[src/rtl/gpio_irq_pkg.sv]
package gpio_irq_pkg;

  typedef enum logic [1:0] {
    TRIG_LEVEL = 2'd0,
    TRIG_RISE  = 2'd1,
    TRIG_FALL  = 2'd2,
    TRIG_ANY   = 2'd3
  } trig_kind_e;

  function automatic trig_kind_e decode_kind(input logic sense, input logic edge_sel,
                                             input logic both);
    if (!edge_sel)  return TRIG_LEVEL;
    else if (both)  return TRIG_ANY;
    else if (sense) return TRIG_RISE;
    else            return TRIG_FALL;
  endfunction

endpackage

[src/rtl/gpio_trig_detect.sv]
module gpio_trig_detect
  import gpio_irq_pkg::*;
#(
  parameter int NPIN = 8
) (
  input  logic              clk_i,
  input  logic              rst_i,
  input  logic [NPIN-1:0]   lvl_i,
  input  logic [3*NPIN-1:0] cfg_i,
  output logic [NPIN-1:0]   hit_o
);

  localparam int LANE_EDGE = NPIN;
  localparam int LANE_BOTH = 2 * NPIN;

  logic [NPIN-1:0] prev_q;

  // Previous-level copy follows the pins in reset too
  always_ff @(posedge clk_i) begin
    prev_q <= lvl_i;
  end

  for (genvar g = 0; g < NPIN; g++) begin : g_pin
    trig_kind_e kind;
    logic       rise, fall;

    always_comb begin
      kind = decode_kind(cfg_i[g], cfg_i[LANE_EDGE + g], cfg_i[LANE_BOTH + g]);
      rise = lvl_i[g] & ~prev_q[g];
      fall = ~lvl_i[g] & prev_q[g];
      unique case (kind)
        TRIG_LEVEL: hit_o[g] = (lvl_i[g] == cfg_i[g]);
        TRIG_RISE:  hit_o[g] = rise;
        TRIG_FALL:  hit_o[g] = fall;
        TRIG_ANY:   hit_o[g] = rise | fall;
        default:    hit_o[g] = 1'b0;
      endcase
    end

    AST_ANY_EDGE_SENSE_FREE: assert property (@(posedge clk_i) disable iff (rst_i)
      (cfg_i[LANE_EDGE + g] && cfg_i[LANE_BOTH + g] && (lvl_i[g] != prev_q[g])) |-> hit_o[g]);
    AST_NO_HIT_STEADY_EDGE: assert property (@(posedge clk_i) disable iff (rst_i)
      (cfg_i[LANE_EDGE + g] && (lvl_i[g] == prev_q[g])) |-> !hit_o[g]);
  end

endmodule

[src/rtl/gpio_pend_reg.sv]
module gpio_pend_reg #(
  parameter int NPIN = 8
) (
  input  logic            clk_i,
  input  logic            rst_i,
  input  logic [NPIN-1:0] hit_i,
  input  logic [NPIN-1:0] clr_i,
  output logic [NPIN-1:0] pend_nxt_o,
  output logic [NPIN-1:0] pend_q_o
);

  // Trigger outranks clear in the same cycle
  always_comb pend_nxt_o = (pend_q_o & ~clr_i) | hit_i;

  always_ff @(posedge clk_i) begin
    if (rst_i) pend_q_o <= '0;
    else       pend_q_o <= pend_nxt_o;
  end

  AST_HOLD_WITHOUT_CLR: assert property (@(posedge clk_i) disable iff (rst_i)
    !$past(rst_i) |-> (($past(pend_q_o) & ~$past(clr_i) & ~pend_q_o) == '0));
  AST_HIT_BEATS_CLR: assert property (@(posedge clk_i) disable iff (rst_i)
    !$past(rst_i) |-> (($past(hit_i) & ~pend_q_o) == '0));
  AST_SET_HAS_CAUSE: assert property (@(posedge clk_i) disable iff (rst_i)
    !$past(rst_i) |-> ((pend_q_o & ~$past(pend_q_o) & ~$past(hit_i)) == '0));
  AST_CLR_TAKES: assert property (@(posedge clk_i) disable iff (rst_i)
    !$past(rst_i) |-> (($past(clr_i) & ~$past(hit_i) & pend_q_o) == '0));

endmodule

[src/rtl/gpio_irq_detect.sv]
module gpio_irq_detect #(
  parameter int NPIN = 8
) (
  input  logic              clk_i,
  input  logic              rst_i,
  input  logic [NPIN-1:0]   pin_lvl_i,
  input  logic [3*NPIN-1:0] trig_cfg_i,
  input  logic [NPIN-1:0]   irq_en_i,
  input  logic [NPIN-1:0]   clr_i,
  output logic [NPIN-1:0]   pend_o,
  output logic              irq_o
);

  logic [NPIN-1:0] hit;
  logic [NPIN-1:0] pend_nxt;

  gpio_trig_detect #(.NPIN(NPIN)) u_detect (
    .clk_i (clk_i),
    .rst_i (rst_i),
    .lvl_i (pin_lvl_i),
    .cfg_i (trig_cfg_i),
    .hit_o (hit)
  );

  gpio_pend_reg #(.NPIN(NPIN)) u_pend (
    .clk_i      (clk_i),
    .rst_i      (rst_i),
    .hit_i      (hit),
    .clr_i      (clr_i),
    .pend_nxt_o (pend_nxt),
    .pend_q_o   (pend_o)
  );

  always_ff @(posedge clk_i) begin
    if (rst_i) irq_o <= 1'b0;
    else       irq_o <= |(pend_nxt & irq_en_i);
  end

  AST_IRQ_MATCHES_PEND: assert property (@(posedge clk_i) disable iff (rst_i)
    !$past(rst_i) |-> (irq_o == |(pend_o & $past(irq_en_i))));
  AST_IRQ_NEEDS_EN: assert property (@(posedge clk_i) disable iff (rst_i)
    ($past(irq_en_i) == '0) |-> !irq_o);
  AST_RESET_QUIET: assert property (@(posedge clk_i)
    $past(rst_i) |-> (!irq_o && (pend_o == '0)));

endmodule

[config.mk]
export PLATFORM = sky130hd
export DESIGN_NAME = gpio_irq_detect
export DESIGN_NICKNAME = d
export VERILOG_FILES = /design/src/rtl/gpio_irq_pkg.sv /design/src/rtl/gpio_trig_detect.sv /design/src/rtl/gpio_pend_reg.sv /design/src/rtl/gpio_irq_detect.sv
export SDC_FILE = /design/constraint.sdc
export NUM_CORES = 1
export LEC_CHECK = 0
export BUFFER_PORTS_ARGS = -buffer_cell sky130_fd_sc_hd__clkbuf_2
export CELL_PAD_IN_SITES_DETAIL_PLACEMENT = 2
export CELL_PAD_IN_SITES_GLOBAL_PLACEMENT = 2
export CORE_ASPECT_RATIO = 1.75
export CORE_UTILIZATION = 26
export CTS_BUF_LIST = sky130_fd_sc_hd__clkbuf_4 sky130_fd_sc_hd__clkbuf_8
export CTS_CLUSTER_SIZE = 14
export DETAILED_ROUTE_END_ITERATION = 8
export HOLD_SLACK_MARGIN = 0.15
export MAX_ROUTING_LAYER = met4
export PLACE_DENSITY_LB_ADDON = 0.1
export SYNTH_ARGS = -nofsm -noshare
export SYNTH_HDL_FRONTEND = slang
export SYNTH_SLANG_ARGS = --single-unit
[constraint.sdc]
create_clock -name clk_i -period 1.67 [get_ports clk_i]
set_input_delay 0.4175 -clock clk_i [delete_from_list [all_inputs] [get_ports clk_i]]
set_output_delay 0.4175 -clock clk_i [all_outputs]
set_load 0.01 [all_outputs]
==> results.py <==
metrics = {
    "timing": {
        "slew_violations": 0,
        "min_period_ns": 1.50,
        "final.setup.tns_ns": 0,
        "fin_skew_ns": 0.00131,
        "fin_crit_sh_pct": 89.6,
        "final-hold-violation-count": 0,
        "max_clock_freq_mhz": 668,
        "layout_setup_ws_ns": 0.173,
        "finalSetupViolCount": 0,
        "rsz0062_at_grt": "false",
        "slew_headroom_pct": 74.4,
        "tightest_slew_ns": 0.383,
    },
    "finish": {
        "syn_to_final_growth_pct": 36.4,
        "regArea_um2": 340,
        "diodes": 0,
        "nNetsFinal": 277,
        "fin_area_mm2": 0.00166,
        "post_route_cells_drive_above_1_share_pct": 34.3,
        "multi_input_area_um2": 786,
        "nFillCells": 533,
    },
    "grt": {
        "grt_pass1_wl_um": 6420,
        "first_global_vias": 1500,
        "grt_start_max_net_pins": 10,
        "busiest_layer": "met2",
        "antenna_found_initial": 0,
        "overflow": 0,
        "gr-usage-met3_pct": 1.48,
        "track_usage_pct": 18.1,
        "met1_usage_pct": 15.2,
        "met2_usage_pct": 37.2,
    },
    "route": {
        "vias_per_cell": 4.99,
        "drtAntennaViolNets": 0,
        "vias": 1303,
        "drc": 0,
        "drtIter0Drc": 3,
        "wl_um": 3990,
        "first_pass_iters": 4,
        "wire_per_inst_um": 15.3,
    },
    "outcome": {
        "status": "completed",
    },
    "synth": {
        "netlist_instances": 143,
        "synth_area_leaders": "dfxtp_1 (28%), ha_1 (16%), inv_1 (7.4%)",
        "synth_area_leader_cell": "dfxtp_1",
        "synth-edff-count": 0,
        "yosysMostFrequentCell": "inv_1",
        "syn_avg_cell_area_um2": 8.53,
        "synth_flop_cell": "dfxtp_1",
        "yosysWarnings": 0,
        "netlist_area_mm2": 0.00122,
        "synth.distinct_cells": 28,
        "yosysSeqAreaShare_pct": 27.9,
        "netlist.area_leader.share_pct": 27.9,
        "synthArstFlopShare_pct": 0,
        "synth_fp_nets": 209,
        "ys_top_cells_by_count": "inv_1 (24), dfxtp_1 (17), ha_1 (16), nor2_1 (11)",
        "ys_ff_latch": 17,
    },
    "die": {
        "boundaryPins": 59,
        "die_w_um": 53.8,
        "die_h_um": 92.6,
        "core_mm2": 0.00444,
        "dieArea_mm2": 0.00498,
        "row_count": 32,
        "floorplan.initialDensity_pct": 27.4,
    },
    "clock_network": {
        "cts_hold_buf": 0,
        "cts_root_buffer": "clkbuf_8",
        "cts_tree": "done",
        "cts_resized": 0,
        "clock_latency_ns": 0.26,
        "cts_buffers": 3,
        "clkTransAtPathRegs_ns": 0.07,
        "cts-htree-levels": 1,
        "post-cts-setup-buffers": 0,
        "clockBufferDepth": 2,
        "cts.sinks": 17,
    },
    "placement": {
        "dp_slack_ns": -0.124,
        "placed_area_mm2": 0.00162,
        "gp_congestion": 0.783,
        "hpwl_um": 3580,
        "io_buffers": 58,
    },
    "power": {
        "p_seq_share_pct": 41.3,
        "p_clk_share_pct": 30.5,
        "static-leakage-power_uw": 0.000885,
        "internal_power_uw": 775,
        "power.share.combinational_pct": 28.2,
        "p_switching_uw": 334,
        "power_density_mw_per_mm2": 666,
        "ir_worst_vdd_mv": 0.374,
        "switching_share_pct": 30.1,
    },
    "critical_path": {
        "path_class": "primary input to flip-flop",
        "crit_chain": "clkbuf_2 > inv_1 > ha_1 > nor2b_1 > a211o_1 > and4_1 > a41oi_1 > a41oi_1",
        "arrival_ns": 1.63,
        "required_ns": 1.80,
        "cpMaxStageDelayCell": "a211o_1",
        "cp_max_fo": 4,
        "startpoint_type": "primary input",
        "cpMostUsedCell": "a41oi_1",
        "end_kind": "flip-flop",
        "slowest_delay_ns": 0.24,
    },
    "min_path": {
        "hp-class": "primary input to flip-flop",
    },
    "job": {
        "drv_cap": 0,
    },
}
-- cell usage in the layout (no fill, tap or decap), types with 7 or more instances in the layout --
master / count
nor2_1: 11
xor2_1: 8
nand2_1: 7
a21oi_1: 7
dfxtp_1: 17
inv_1: 24
clkbuf_2: 58
nand3b_1: 8
ha_1: 16
-- cell type report --
type	count	share of cell area, %
clock buffer	4	2.93
inverter	24	5.41
multi-input combinational	101	47.2
sequential	17	20.5
tap	51	3.83
timing repair buffer	64	20.2
-- worst max-delay path, delay by kind of cell --
kind	cells	cell delay [ns]
fa+ha+maj	1	0.17
buf+inv	2	0.17
simple gates	2	0.33
compound gates	3	0.55
-- path summary, 6_finish.rpt --
check | slack (ns) | start | cells past startpoint | endpoint
hold / removal | 0.32 | pin_lvl_i[2] | 1 | u_detect.prev_q[2]$_DFF_P_
setup reg to reg | 0.19 | u_detect.prev_q[7]$_DFF_P_ | 6 | irq_o$_SDFF_PP0_
hold reg to reg | 0.58 | u_pend.pend_q_o[5]$_SDFF_PP0_ | 2 | u_pend.pend_q_o[5]$_SDFF_PP0_
setup / recovery | 0.17 | pin_lvl_i[2] | 8 | irq_o$_SDFF_PP0_
-- per-layer routing --
metal	vias up	share of wire, %
met4	0	1.6
met1	618	32
li1	641	-
met3	8	3.4
met2	36	63
met5	-	0
-- sequential cells by signal (all words and copies together) (netlist names) --
register / flops
u_detect.prev_q: 8
u_pend.pend_q_o: 8
irq_o: 1
-- power groups by stage --
stage / sequential (uW) / combinational (uW) / clock (uW)
finish: 458 / 313 / 338
global route: 461 / 354 / 367
CTS: 458 / 321 / 352
detailed placement: 467 / 319 / 0
global placement: 465 / 296 / 0
floorplan: 473 / 144 / 0
-- metrics by stage --
step / cells / total power (uW) / hold slack, ns / util (%)
after floorplan: 143 / 617 / 0.445 / -
after detailed placement: 257 / 786 / 0.571 / 36.3
after global placement: 257 / 761 / 0.542 / 36.3
after CTS: 261 / 1130 / 0.316 / 37.4
final: 261 / 1110 / 0.316 / 37.4
after global routing: 261 / 1180 / 0.314 / 37.4
-- cell families (layout without fill, tap and decap cells) --
family                     after synthesis  after routing  share of synthesized area, %
AOI/OAI and AO/OA                       29             29                          18.1
xor gates and xnor gates                 8              8                          5.74
adders and majority gates               16             16                          16.4
buffers and inverters                   25             92                          7.69
DFF                                     17             17                          27.9
muxes                                    5              5                          4.41
and+or+nand+nor                         43             43                          19.8
(Power assumes the default switching activity.)
